--- src/rtl/rxq_pkg.sv ---
package rxq_pkg;
   // Index of each fault kind in the per-entry flag vector
   localparam int ERR_PAR = 0;
   localparam int ERR_FRM = 1;
   localparam int NUM_ERR = 2;

   // Status word layout (decoded by software, so positions are fixed)
   localparam int STAT_W      = 16;
   localparam int STAT_PAR_LSB = 12;
   localparam int STAT_FRM_LSB = 8;
   localparam int STAT_OVR_BIT = 7;
   localparam int STAT_LVL_LSB = 0;
   localparam int STAT_LVL_MAX = 5;
   localparam int STAT_TALLY_W = 4;
endpackage

--- src/rtl/rxq_store.sv ---
module rxq_store #(
   parameter int WORD_W = 10,
   parameter int DEPTH  = 16,
   parameter int PTR_W  = 4
) (
   input  logic              clk,
   input  logic              wr_en,
   input  logic [PTR_W-1:0]  wr_ptr,
   input  logic [WORD_W-1:0] wr_word,
   input  logic [PTR_W-1:0]  rd_ptr,
   output logic [WORD_W-1:0] rd_word
);
   logic [WORD_W-1:0] mem [DEPTH];

   always_ff @(posedge clk) begin
      if (wr_en) mem[wr_ptr] <= wr_word;
   end

   assign rd_word = mem[rd_ptr];
endmodule

--- src/rtl/rxq_ctrl.sv ---
module rxq_ctrl #(
   parameter int DEPTH = 16,
   parameter int PTR_W = 4,
   parameter int LVL_W = 5
) (
   input  logic             clk,
   input  logic             rst_n,
   input  logic             push,
   input  logic             pop,
   output logic             push_ok,
   output logic             pop_ok,
   output logic [PTR_W-1:0] wr_ptr,
   output logic [PTR_W-1:0] rd_ptr,
   output logic [LVL_W-1:0] level,
   output logic             overrun
);
   localparam logic [LVL_W-1:0] FULL_LVL = LVL_W'(DEPTH);

   logic empty, full;

   assign empty   = (level == '0);
   assign full    = (level == FULL_LVL);
   assign pop_ok  = pop & ~empty;
   // a pop on the same edge frees the slot the push needs
   assign push_ok = push & (~full | pop_ok);

   always_ff @(posedge clk or negedge rst_n) begin
      if (!rst_n) begin
         wr_ptr  <= '0;
         rd_ptr  <= '0;
         level   <= '0;
         overrun <= 1'b0;
      end else begin
         if (push_ok) wr_ptr <= wr_ptr + 1'b1;
         if (pop_ok)  rd_ptr <= rd_ptr + 1'b1;
         unique case ({push_ok, pop_ok})
            2'b10:   level <= level + 1'b1;
            2'b01:   level <= level - 1'b1;
            default: level <= level;
         endcase
         if (push && !push_ok) overrun <= 1'b1;
      end
   end
endmodule

--- src/rtl/rxq_err_cnt.sv ---
module rxq_err_cnt #(
   parameter int EXACT_W = 5,
   parameter int REP_W   = 4
) (
   input  logic               clk,
   input  logic               rst_n,
   input  logic               inc,
   input  logic               dec,
   output logic [EXACT_W-1:0] exact,
   output logic [REP_W-1:0]   report
);
   localparam logic [EXACT_W-1:0] REP_MAX = EXACT_W'((1 << REP_W) - 1);

   always_ff @(posedge clk or negedge rst_n) begin
      if (!rst_n) begin
         exact <= '0;
      end else begin
         unique case ({inc, dec})
            2'b10:   exact <= exact + 1'b1;
            2'b01:   exact <= exact - 1'b1;
            default: exact <= exact;
         endcase
      end
   end

   assign report = (exact > REP_MAX) ? REP_MAX[REP_W-1:0] : exact[REP_W-1:0];
endmodule

--- src/rtl/rx_err_fifo.sv ---
module rx_err_fifo #(
   parameter int DATA_W = 8,
   parameter int DEPTH  = 16,
   parameter int REP_W  = 4
) (
   input  logic                      clk,
   input  logic                      rst_n,
   input  logic                      push_i,
   input  logic [DATA_W-1:0]         push_data_i,
   input  logic                      push_perr_i,
   input  logic                      push_ferr_i,
   input  logic                      pop_i,
   output logic [DATA_W-1:0]         pop_data_o,
   output logic                      pop_perr_o,
   output logic                      pop_ferr_o,
   output logic [rxq_pkg::STAT_W-1:0] status_o
);
   import rxq_pkg::*;

   localparam int PTR_W   = $clog2(DEPTH);
   localparam int LVL_W   = PTR_W + 1;
   localparam int EXACT_W = LVL_W;
   localparam int WORD_W  = DATA_W + NUM_ERR;

   // elaboration-time parameter checks
   if (DEPTH < 2 || (DEPTH & (DEPTH - 1)) != 0) begin : g_bad_depth
      $error("rx_err_fifo: DEPTH must be a power of two, at least 2");
   end
   if (LVL_W > STAT_LVL_MAX) begin : g_bad_level
      $error("rx_err_fifo: level does not fit the status field");
   end
   if (REP_W != STAT_TALLY_W) begin : g_bad_rep
      $error("rx_err_fifo: tally width must match the status fields");
   end
   if (DATA_W < 1) begin : g_bad_data
      $error("rx_err_fifo: DATA_W must be positive");
   end

   logic               push_ok, pop_ok;
   logic [PTR_W-1:0]   wr_ptr, rd_ptr;
   logic [LVL_W-1:0]   level;
   logic               overrun;
   logic [NUM_ERR-1:0] flags_in, flags_out;
   logic [WORD_W-1:0]  wr_word, rd_word, out_q;
   logic [EXACT_W-1:0] exact  [NUM_ERR];
   logic [REP_W-1:0]   report [NUM_ERR];

   assign flags_in[ERR_PAR] = push_perr_i;
   assign flags_in[ERR_FRM] = push_ferr_i;
   assign wr_word           = {flags_in, push_data_i};
   assign flags_out         = rd_word[DATA_W +: NUM_ERR];

   rxq_ctrl #(.DEPTH(DEPTH), .PTR_W(PTR_W), .LVL_W(LVL_W)) u_ctrl (
      .clk     (clk),
      .rst_n   (rst_n),
      .push    (push_i),
      .pop     (pop_i),
      .push_ok (push_ok),
      .pop_ok  (pop_ok),
      .wr_ptr  (wr_ptr),
      .rd_ptr  (rd_ptr),
      .level   (level),
      .overrun (overrun)
   );

   rxq_store #(.WORD_W(WORD_W), .DEPTH(DEPTH), .PTR_W(PTR_W)) u_store (
      .clk     (clk),
      .wr_en   (push_ok),
      .wr_ptr  (wr_ptr),
      .wr_word (wr_word),
      .rd_ptr  (rd_ptr),
      .rd_word (rd_word)
   );

   for (genvar k = 0; k < NUM_ERR; k++) begin : g_tally
      rxq_err_cnt #(.EXACT_W(EXACT_W), .REP_W(REP_W)) u_cnt (
         .clk    (clk),
         .rst_n  (rst_n),
         .inc    (push_ok & flags_in[k]),
         .dec    (pop_ok & flags_out[k]),
         .exact  (exact[k]),
         .report (report[k])
      );
   end

   // popped entry is registered; an empty pop leaves it untouched
   always_ff @(posedge clk or negedge rst_n) begin
      if (!rst_n)      out_q <= '0;
      else if (pop_ok) out_q <= rd_word;
   end

   assign pop_data_o = out_q[DATA_W-1:0];
   assign pop_perr_o = out_q[DATA_W + ERR_PAR];
   assign pop_ferr_o = out_q[DATA_W + ERR_FRM];

   always_comb begin
      status_o = '0;
      status_o[STAT_PAR_LSB +: REP_W] = report[ERR_PAR];
      status_o[STAT_FRM_LSB +: REP_W] = report[ERR_FRM];
      status_o[STAT_OVR_BIT]          = overrun;
      status_o[STAT_LVL_LSB +: LVL_W] = level;
   end
endmodule

--- config.mk ---
export PLATFORM = sky130hd
export DESIGN_NAME = rx_err_fifo
export DESIGN_NICKNAME = d
export VERILOG_FILES = /design/src/rtl/rxq_pkg.sv /design/src/rtl/rxq_store.sv /design/src/rtl/rxq_ctrl.sv /design/src/rtl/rxq_err_cnt.sv /design/src/rtl/rx_err_fifo.sv
export SDC_FILE = /design/constraint.sdc
export NUM_CORES = 1
export LEC_CHECK = 0
export ABC_CLOCK_PERIOD_IN_PS = 3100
export CORE_ASPECT_RATIO = 1.25
export CORE_UTILIZATION = 40
export CTS_BUF_LIST = sky130_fd_sc_hd__clkbuf_2 sky130_fd_sc_hd__clkbuf_4 sky130_fd_sc_hd__clkbuf_8
export DETAILED_ROUTE_END_ITERATION = 8
export SLEW_MARGIN = 30
export SYNTH_ARGS = -nofsm -noshare
export SYNTH_HDL_FRONTEND = slang
export SYNTH_HIERARCHICAL = 1
export SYNTH_SLANG_ARGS = --single-unit
--- constraint.sdc ---
create_clock -name clk -period 3.1 [get_ports clk]
set_input_delay 0.93 -clock clk [delete_from_list [all_inputs] [get_ports clk]]
set_output_delay 0.93 -clock clk [all_outputs]
set_load 0.01 [all_outputs]
== After elaboration in Yosys (flattened, before gate mapping) ==
Memory sizes are Yosys's and may differ from the RTL's.
Cells that the tools add are included.

* Reduce and logical (&&, ||, !) cells: 6
* Div/mod/pow operators: 0
* Equality and inequality tests: 7
* Add/sub/neg operators: 8
* $lt $le $gt $ge: 2
* Muxes and demuxes: 7
* Multipliers: 0
* Shift operators: 0
* Bitwise gates (word level): 9

{| class="wikitable"
|+ Operators with widths
! kind !! number
|-
| 5-bit case mux with 2 select lines || 3
|-
| 5-bit by 1-bit adder with 5-bit output, second input constant || 3
|-
| 5-bit by 1-bit subtractor with 5-bit output, second input constant || 3
|-
| 5-bit by 4-bit greater-than comparator with 1-bit output, second input constant || 2
|-
| 4-bit by 1-bit adder with 4-bit output, second input constant || 2
|-
| 4-bit 2-to-1 mux || 2
|-
| 1-bit AND || 6
|-
| 2-bit by 1-bit == test with 1-bit output, second input constant || 3
|-
| 2-bit == test, second input constant || 3
|-
| 2-bit nonzero test || 3
|-
| 5-bit == test, second input constant || 1
|-
| 5-bit logical NOT || 1
|-
| 1-bit 2-to-1 mux || 2
|-
| 1-bit inverter || 2
|-
| 1-bit logical AND || 1
|-
| 1-bit logical NOT || 1
|-
| 1-bit OR || 1
|}

* Register bits: 34
* RAM bits: 160
* Memories kept: 1
* Bits of input ports: 14
* Output and inout port bits: 26
* Bits in read-only memories: 0
* Bits in latches: 0

{| class="wikitable"
|+ Memory list
! memory !! words !! bits a word !! read ports !! clocked after memory_dff !! write ports !! line !! source
|-
| u_store.mem || 16 || 10 || 1 || 0 || 1 || rxq_store.sv:13 || <nowiki>logic [WORD_W-1:0] mem [DEPTH];</nowiki>
|}

== Longest topological paths before layout ==
Gate-level depths: netlist (run 1).

* Depth in word-level cells: 8
* Mapped depth: 14
* Depth with buffers taken out: 11

== By module ==
Netlist (run 1), hierarchy kept.

{| class="wikitable"
|+ By module, submodules not included
! module !! area each (um^2) !! seq. area each (um^2) !! cells an instance !! times used
|-
| rxq_store || 6,153.4 || 4,804.6 || 269 || 1
|-
| rxq_ctrl || 859.6 || 350.3 || 82 || 1
|-
| rx_err_fifo || 457.9 || 250.2 || 29 || 1
|-
| rxq_err_cnt at g_tally[0].u_cnt || 422.9 || 125.1 || 45 || 1
|-
| rxq_err_cnt at g_tally[1].u_cnt || 416.6 || 125.1 || 43 || 1
|}

== Least setup slack after synthesis (run 1) ==
Ideal clock, no wire load.

* Path kind: reg-to-reg
* Start point: register u_ctrl.level[3]
* End point: register g_tally[0].u_cnt.exact[4]
* Buffers on the path: 2
* Cell stages (with the launch flop): 14
* Library setup time: 0.104 ns
* Slack: -0.071 ns
* Arrival: 3.067 ns
* Cell sequence: dfrtp_1 -> or4_4 -> o21ai_4 -> inv_2 -> buf_6 -> and2_2 -> ha_1 -> buf_6 -> xor2_1 -> ha_1 -> a21oi_1 -> mux2_4 -> a221o_1 -> o311ai_1

* Word-level cells in the longest chain between the ends: 8
* Elaborated cells between the ends (all ways): 13

{| class="wikitable"
|+ RTL lines
! element !! line !! source
|-
| from (decl) || rxq_ctrl.sv:14 || <nowiki>output logic [LVL_W-1:0] level,</nowiki>
|-
| from (signal assigned) || rxq_ctrl.sv:37 || <nowiki>2'b10: level <= level + 1'b1;</nowiki>
|-
| from (signal assigned) || rxq_ctrl.sv:38 || <nowiki>2'b01: level <= level - 1'b1;</nowiki>
|-
| from (signal assigned) || rxq_ctrl.sv:39 || <nowiki>default: level <= level;</nowiki>
|-
| 5-bit logical NOT (*) || rxq_ctrl.sv:21 || <nowiki>assign empty = (level == '0);</nowiki>
|-
| 1-bit inverter (*) || rxq_ctrl.sv:23 || <nowiki>assign pop_ok = pop & ~empty;</nowiki>
|-
| 1-bit AND (*) || rxq_ctrl.sv:23 ||
|-
| via pop_ok || rx_err_fifo.sv:39 || <nowiki>logic push_ok, pop_ok;</nowiki>
|-
| 1-bit OR || rxq_ctrl.sv:25 || <nowiki>assign push_ok = push & (~full | pop_ok);</nowiki>
|-
| 1-bit AND || rxq_ctrl.sv:25 ||
|-
| 1-bit AND || rx_err_fifo.sv:79 || <nowiki>.inc (push_ok & flags_in[k]),</nowiki>
|-
| 2-bit by 1-bit == test with 1-bit output / 2-bit == test (equally long branches) || rxq_err_cnt.sv:18 || <nowiki>unique case ({inc, dec})</nowiki>
|-
| 5-bit case mux with 2 select lines / 2-bit nonzero test (equally long branches) || - ||
|-
| to (signal assigned) || rxq_err_cnt.sv:19 || <nowiki>2'b10: exact <= exact + 1'b1;</nowiki>
|-
| to (signal assigned) || rxq_err_cnt.sv:20 || <nowiki>2'b01: exact <= exact - 1'b1;</nowiki>
|-
| to (signal assigned) || rxq_err_cnt.sv:21 || <nowiki>default: exact <= exact;</nowiki>
|-
| to (decl) || rxq_err_cnt.sv:9 || <nowiki>output logic [EXACT_W-1:0] exact,</nowiki>
|}

The timed path passes the listed nets; every way through them passes the cells marked *.
A chain may end at the register's enable or synchronous reset.

== Worst setup path after layout (run 1) ==
* Start point: register u_ctrl.rd_ptr[0]
* End point: register g_tally[1].u_cnt.exact[4]

* Word-level cells in the longest chain between the ends: 4
* Elaborated cells between the ends (all ways): 6

{| class="wikitable"
|+ RTL lines
! element !! line !! source
|-
| from (decl) || rxq_ctrl.sv:13 || <nowiki>output logic [PTR_W-1:0] rd_ptr,</nowiki>
|-
| from (signal assigned) || rxq_ctrl.sv:35 || <nowiki>if (pop_ok) rd_ptr <= rd_ptr + 1'b1;</nowiki>
|-
| memory 16 x 10 bit (*) || - ||
|-
| via rd_word[9] || rx_err_fifo.sv:44 || <nowiki>logic [WORD_W-1:0] wr_word, rd_word, out_q;</nowiki>
|-
| 1-bit AND (*) || rx_err_fifo.sv:80 || <nowiki>.dec (pop_ok & flags_out[k]),</nowiki>
|-
| 2-bit by 1-bit == test with 1-bit output / 2-bit == test (equally long branches) || rxq_err_cnt.sv:18 ||
|-
| 5-bit case mux with 2 select lines / 2-bit nonzero test (equally long branches) || - ||
|-
| to (signal assigned) || rxq_err_cnt.sv:19 ||
|-
| to (signal assigned) || rxq_err_cnt.sv:20 ||
|-
| to (signal assigned) || rxq_err_cnt.sv:21 ||
|-
| to (decl) || rxq_err_cnt.sv:9 ||
|}

Marked as above.

==> run summary, run 1 <==
total core area -> 20200 um2
Tot GR Track Use -> 16.8%
initial antenna violation count -> 0
largest family of logic cells by synthesized area -> multiplexers
Post-Place Cells -> 802
Starting DRT DRC Count -> 223
Routed WL per cell -> 19.7 um
post-synthesis adder-cell area fraction -> 2.20%
Max Clock Freq -> 333 MHz
sequential fraction of the synthesis area -> 68.1%
placed cell area -> 9300 um2
H-tree Lvls -> 4
Clock Latency Late Sink -> 0.46 ns
share of layout cells above drive strength 1 -> 29.4%
Post-DRT Antenna Nets -> 0
simple logic cell fraction of the synthesized area -> 6.25%
RSZ-0062 raised after global routing -> true
grt ovf -> 0
Net Sw Frac -> 32.3%
worst IR drop on VDD -> 0.000391 V
switching power -> 2.88 mW
Final Power -> 8.93 mW
Crit path largest cell delay -> 0.51 ns
Die Footprint -> 21400 um2
Cell Area, Synth -> 8310 um2
first-pass GRT wire length -> 25.8 mm
fill cell count -> 1695
CP Launch Type -> register
busiest grt layer -> met2
largest net degree at the start of global routing -> 35
Ys Warns -> 6
Total Nets Final -> 583
Slowest-stage cell, CP -> mux4_2
Crit path max-delay family -> multiplexers
Post-route DRC -> 0
commonest non-fill, non-tap cell in the layout -> edfxtp_1
Required @ worst endpoint -> 3.49 ns
Combinational Power Share -> 39.2%
Max Buffers Root-to-Sink -> 2
number of synthesized flops with an enable pin -> 160
IO Pins -> 40
clock sinks -> 194
endpoints failing hold -> 0
area share of xor/xnor cells in the synthesized design -> 2.11%
final setup margin -> 0.101 ns
cells after synthesis -> 468
Max Clock Skew -> 0.00958 ns
Clock transition at path regs -> 0.09 ns
final cell count without fillers -> 838
number of CTS-inserted buffers -> 17
syn_area_per_cell -> 17.8 um2
Post-synth top flop -> edfxtp_1
status -> complete, no violations
met3 Track Usage GR -> 3.96%
Vias -> 4457
area added between synthesis and finish -> 18.0%
Die X-Extent -> 131 um
Hold Crit Class -> input port to asynchronous set/reset pin
Worst Path Arrival -> 3.39 ns
post-synthesis register bit count -> 194
die height -> 163 um
fin crit period -> 3.00 ns
Pre-Repair DR Iteration Count -> 6
pwr/cell area -> 911 nW/um2
unique cell type count in the Yosys netlist -> 56
Synth Area in Compound Gates -> 4.76%
crit end category -> register
Starting Density -> 41.0%
vias in the first global route -> 4612
dpl ws -> -0.205 ns
crit path buf inv count -> 1
total wire length -> 16.5 mm
most frequent CP cell -> xor2_1
clock power share -> 19.9%
root buf cell -> clkbuf_8
total of max-cap violations -> 0
n_diodes -> 0
Setup-failing EPs final -> 0
Worst-Margin Slew -> 0.664 ns
register share of total power -> 40.9%
Slew HR -> 55.5%
vias per inst -> 5.32
maximum fanout along the worst path -> 4
most frequent cells in the layout -> edfxtp_1, buf_4, clkdlybuf4s50_1
met2 Usage GRT -> 28.7%
final setup TNS -> 0 ns
critical-path cell list -> buf_4 -> mux4_2 -> a22oi_2 -> nand2_2 -> and2_2 -> ha_1 -> xor2_1 -> ha_2 -> nor4_2 -> mux2i_1 -> o221ai_2 -> xor2_1
CTS tree -> built
IO buf count -> 37
Cell Int Power -> 6.05 mW
GP Congestion -> 0.736
number of cell rows -> 58
met1 usage -> 21.4%
crit path kind -> register to register
hold buffers post-CTS -> 0
Post-DP HPWL -> 11.3 mm
crit share post-route -> 96.8%
Leakage -> 3.43 nW
finished layout cell area -> 9810 um2
fin. max-slew vios -> 0
ys async rst share -> 17.5%
mux cell area share after synthesis -> 14.3%
==> power by group through the flow <==
stage          clock network (mW)  registers (mW)  logic (mW)
6_report                     1.78            3.65        3.50
5_1_grt                      1.92            3.72        3.81
2_1_floorplan                   0            3.63        2.35
3_5_place_dp                    0            3.72        3.44
4_1_cts                      1.83            3.65        3.49
3_3_place_gp                    0            3.69        3.37
==> logic make-up after synthesis <==
family / count (synthesis)
other cells: 1
flops: 194
buf+inv: 31
simple gates: 96
fa+ha+maj: 14
xor+xnor: 20
compound gates: 53
mux: 59
==> synth_stat cells (5+ instances only) <==
cell,number,area [um2]
xor2_1,9,78.8
clkbuf_1,6,22.5
nand2_1,22,82.6
nand2b_1,5,31.3
mux2_4,9,135
mux4_2,28,631
a21oi_1,7,35.0
nand3_1,6,30.0
o21ai_0,6,30.0
mux2_2,5,56.3
xnor2_1,11,96.3
edfxtp_1,160,4800
buf_4,5,37.5
dfrtp_1,34,851
mux4_1,12,315
nor2_1,25,93.8
a22oi_1,21,158
buf_1,5,18.8
mux2i_1,5,50.1
nor3_1,5,25.0
ha_1,13,163
or2_2,8,50.1
nor2b_1,5,31.3
inv_1,5,18.8
==> final timing paths <==
check,endpoint,slack [ns],cells after the start,from
max reg2reg,g_tally[1].u_cnt/exact[4]$_DFFE_PN0P_,0.10,12,u_ctrl/rd_ptr[0]$_DFFE_PN0N_
min,g_tally[1].u_cnt/exact[3]$_DFFE_PN0P_,0.42,1,rst_n
max in group asynchronous,u_ctrl/level[3]$_DFFE_PN0P_,2.29,1,rst_n
max,g_tally[1].u_cnt/exact[4]$_DFFE_PN0P_,0.10,12,u_ctrl/rd_ptr[0]$_DFFE_PN0N_
min reg2reg,u_ctrl/overrun$_DFFE_PN0P_,0.47,1,u_ctrl/overrun$_DFFE_PN0P_
min in group clk,u_ctrl/overrun$_DFFE_PN0P_,0.47,1,u_ctrl/overrun$_DFFE_PN0P_
==> metrics by stage <==
stage | utilization (%) | hold slack, ns
2_1_floorplan | - | 0.443
3_3_place_gp | 45.9 | 0.456
3_5_place_dp | 46.0 | 0.462
4_1_cts | 48.3 | 0.484
5_1_grt | 48.4 | 0.433
6_report | 48.4 | 0.424
==> per-layer routing <==
metal / up-vias / routed length [um] / part of all wire, %
li1: 2020 / - / -
met1: 2318 / 7200 / 44
met2: 101 / 8520 / 52
met3: 18 / 601 / 3.6
met4: 0 / 187 / 1.1
met5: - / 0 / 0
==> flip-flops by register name, summed over array words and instances (netlist names) <==
| signal | count |
|---|---|
| u_ctrl/overrun | 1 |
| out_q | 10 |
| u_ctrl/rd_ptr | 4 |
| u_ctrl/level | 5 |
| g_tally.u_cnt/exact | 10 |
| u_store/mem | 160 |
| u_ctrl/wr_ptr | 4 |
==> area by class of cell <==
type / instances / area [um2] / share of cell area [%]
repair buffers: 92 / 813 / 8.29
multi-input cells: 244 / 2530 / 25.8
well taps: 270 / 338 / 3.45
inverters: 6 / 22.5 / 0.230
clock inverters: 12 / 183 / 1.86
flip-flops and latches: 194 / 5660 / 57.7
clock buffers: 20 / 263 / 2.68
==> repair_timing <==
action                                  in CTS  in global routing
resized for setup                            1                  8
endpoints found under the setup margin       2                  4
pin swaps                                    0                  6
buffers inserted                             3                  2
Note: power is estimated with default switching activity, not from simulation.
==> run 2, diff against run 1 <==
- CTS_BUF_LIST: sky130_fd_sc_hd__clkbuf_2 sky130_fd_sc_hd__clkbuf_4 sky130_fd_sc_hd__clkbuf_8 -> not set
==> run 2 against run 1 <==
  * Clock skew decreased by 0.0018 ns
  * Sequential share of layout area decreased by 1.2 points
  * Total power increased by 6.4%
  * Global-route usage increased by 0.21 points
  * Final cell count increased by 0.12%
  * Hold slack improved by 0.041 ns
  * Register-to-register slack improved by 0.02 ns
  * Non-clock buffer count increased by 1
  * Fmax increased by 0.71%
  * Combinational power about the same
  * Via count increased by 0.56%
  * Critical path depth increased by 1
  * Largest power group unchanged
==> run summary, run 2 (same netlist as run 1, synthesis figures left out) <==
Max Clock Skew -> 0.00776 ns (-0.00182 ns)
Hold Crit Class -> input port to asynchronous set/reset pin
clock power share -> 24.3% (+4.4 points)
crit path kind -> register to register
Largest Register -> u_store/mem
crit path buf inv count -> 2 (+1)
Combinational Power Share -> 37.2% (-2.0 points)
grt ovf -> 0 (unchanged)
Max Clock Freq -> 336 MHz (+0.71%)
share of layout cells above drive strength 1 -> 29.5% (+0.12 points)
most frequent CP cell -> buf_4
Slowest-stage cell, CP -> mux4_2
worst IR drop on VDD -> 0.000490 V (+25%)
internal reg-to-reg setup slack -> 0.12 ns (+0.02 ns)
Post-DP HPWL -> 11.3 mm (unchanged)
Pre-Repair DR Iteration Count -> 4 (-2)
Final Power -> 9.50 mW (+6.4%)
commonest non-fill, non-tap cell in the layout -> edfxtp_1
number of CTS-inserted buffers -> 17 (unchanged)
Required @ worst endpoint -> 3.43 ns (-0.06 ns)
pwr/cell area -> 949 nW/um2 (+4.2%)
Crit path max-delay family -> compound AO/OA/AOI/OAI gates
Leakage -> 3.52 nW (+2.5%)
crit end category -> register
Routed WL per cell -> 19.8 um (+0.78%)
RSZ-0062 raised after global routing -> true
Die X-Extent -> 131 um (unchanged)
fin crit period -> 2.98 ns (-0.0213 ns)
Slew HR -> 55.0% (-0.53 points)
total of max-cap violations -> 0 (unchanged)
Cell Int Power -> 6.53 mW (+7.9%)
Post-DRT Antenna Nets -> 0 (unchanged)
die height -> 163 um (unchanged)
fin. max-slew vios -> 0 (unchanged)
initial antenna violation count -> 0 (unchanged)
Total Nets Final -> 584 (+0.17%)
WHS -> 0.465 ns (+0.0409 ns)
Die Footprint -> 21400 um2 (unchanged)
Post-route DRC -> 0 (unchanged)
Starting Density -> 41.0% (unchanged)
GP Congestion -> 0.736 (unchanged)
area added between synthesis and finish -> 20.4%
CTS tree -> built
Vias -> 4482 (+0.56%)
Starting DRT DRC Count -> 227 (+1.8%)
fill cell count -> 1662 (-1.9%)
Net Sw Frac -> 31.3% (-0.98 points)
Crit path largest cell delay -> 0.51 ns (about the same)
n_diodes -> 0 (unchanged)
status -> complete, no violations
vias in the first global route -> 4625 (+0.28%)
IO Pins -> 40 (unchanged)
Max Buffers Root-to-Sink -> 2 (unchanged)
H-tree Lvls -> 4 (unchanged)
root buf cell -> clkbuf_16
total core area -> 20200 um2 (unchanged)
IO buf count -> 37 (unchanged)
clock sinks -> 194 (unchanged)
number of cell rows -> 58 (unchanged)
maximum fanout along the worst path -> 4 (unchanged)
crit share post-route -> 96.1% (-0.69 points)
first-pass GRT wire length -> 26.1 mm (+1.1%)
CP Launch Type -> register
Clock Latency Late Sink -> 0.43 ns (-0.03 ns)
critical-path cell list -> buf_4 -> mux4_2 -> a22oi_2 -> nand2_1 -> and2_4 -> ha_4 -> xor2_1 -> ha_2 -> buf_4 -> o21ai_0 -> o22ai_1 -> a221o_1 -> o311ai_1
Worst-Margin Slew -> 0.675 ns (+0.0102 ns)
total wire length -> 16.7 mm (+0.90%)
largest net degree at the start of global routing -> 35 (unchanged)
r2r worst-path depth -> 13 (+1)
Setup-failing EPs final -> 0 (unchanged)
most frequent cells in the layout -> edfxtp_1, buf_4, clkdlybuf4s50_1
register share of total power -> 38.5% (-2.4 points)
register area -> 5660 um2 (unchanged)
hold buffers post-CTS -> 0 (unchanged)
vias per inst -> 5.34 (+0.44%)
flip-flop count of the largest register after layout -> 160 (unchanged)
multi-input logic area -> 2530 um2 (+0.30%)
r2r startpoint -> u_ctrl/rd_ptr[0]$_DFFE_PN0N_
top flop regs -> u_store/mem x160, g_tally.u_cnt/exact x10, out_q x10
reg-to-reg endpoint -> g_tally[0].u_cnt/exact[4]$_DFFE_PN0P_
endpoints failing hold -> 0 (unchanged)
Worst Path Arrival -> 3.31 ns (-0.08 ns)
Tot GR Track Use -> 17.0% (+0.21 points)
switching power -> 2.97 mW (+3.1%)
Clock transition at path regs -> 0.07 ns (-0.02 ns)
run 2: changes by cell type in the layout (fill, tap and decap cells not counted), sizes merged:
cell / change
buf: +1
run 2: what timing repair did:
item                                    4_1_cts  5_1_grt
setup buffers                                 3        3
gates resized for setup                       1       10
pin swaps                                     0        7
hold endpoints to repair                      0        0
endpoints found under the setup margin        2        4
run 2: through the flow:
step / TNS [ns] / std cells / setup slack [ns] / instance area, um2 / utilization [%]
global route: -0.0227 / 839 / -0.0147 / 10000 / 49.4
global placement: -0.356 / 802 / -0.148 / 9300 / 45.9
detailed placement: -0.619 / 802 / -0.205 / 9300 / 46.0
finish: 0 / 839 / 0.122 / 10000 / 49.4
floorplan: 0 / 469 / 0.00605 / 8340 / -
CTS: 0 / 837 / 0.0219 / 9960 / 49.2
run 2: final cells by class:
cell class / count / area share [%]
well taps: 270 / 3.38
repair buffers: 93 / 8.24
inverters: 6 / 0.225
flip-flops and latches: 194 / 56.6
multi-input cells: 244 / 25.3
clock buffers: 20 / 4.46
clock inverters: 12 / 1.83
run 2: power groups by stage:
stage / clock network [mW] / registers [mW] / logic, mW
6_report: 2.31 / 3.66 / 3.53
4_1_cts: 2.36 / 3.65 / 3.49
3_5_place_dp: 0 / 3.72 / 3.44
2_1_floorplan: 0 / 3.63 / 2.35
5_1_grt: 2.46 / 3.72 / 3.85
3_3_place_gp: 0 / 3.69 / 3.37
run 2: per-layer routing:
metal | routed length [um] | vias up | GRT usage, %
met4 | 180 | 0 | 5.17
met5 | 0 | - | 0
met1 | 7200 | 2312 | 21.8
met2 | 8590 | 121 | 28.7
met3 | 679 | 19 | 3.73
li1 | - | 2030 | -
run 2: how the worst max path moves through the flow:
stage | start | to | cells after the start | slack (ns)
after floorplan | u_ctrl/level[2]$_DFFE_PN0P_ | g_tally[1].u_cnt/exact[4]$_DFFE_PN0P_ | 13 | 0.006
after global placement | pop_i | g_tally[0].u_cnt/exact[4]$_DFFE_PN0P_ | 12 | -0.15
after detailed placement | pop_i | g_tally[0].u_cnt/exact[4]$_DFFE_PN0P_ | 12 | -0.21
after CTS | u_ctrl/rd_ptr[0]$_DFFE_PN0N_ | g_tally[1].u_cnt/exact[4]$_DFFE_PN0P_ | 12 | 0.02
after global routing | u_ctrl/rd_ptr[0]$_DFFE_PN0N_ | g_tally[0].u_cnt/exact[4]$_DFFE_PN0P_ | 13 | -0.01
final | u_ctrl/rd_ptr[0]$_DFFE_PN0N_ | g_tally[0].u_cnt/exact[4]$_DFFE_PN0P_ | 13 | 0.12
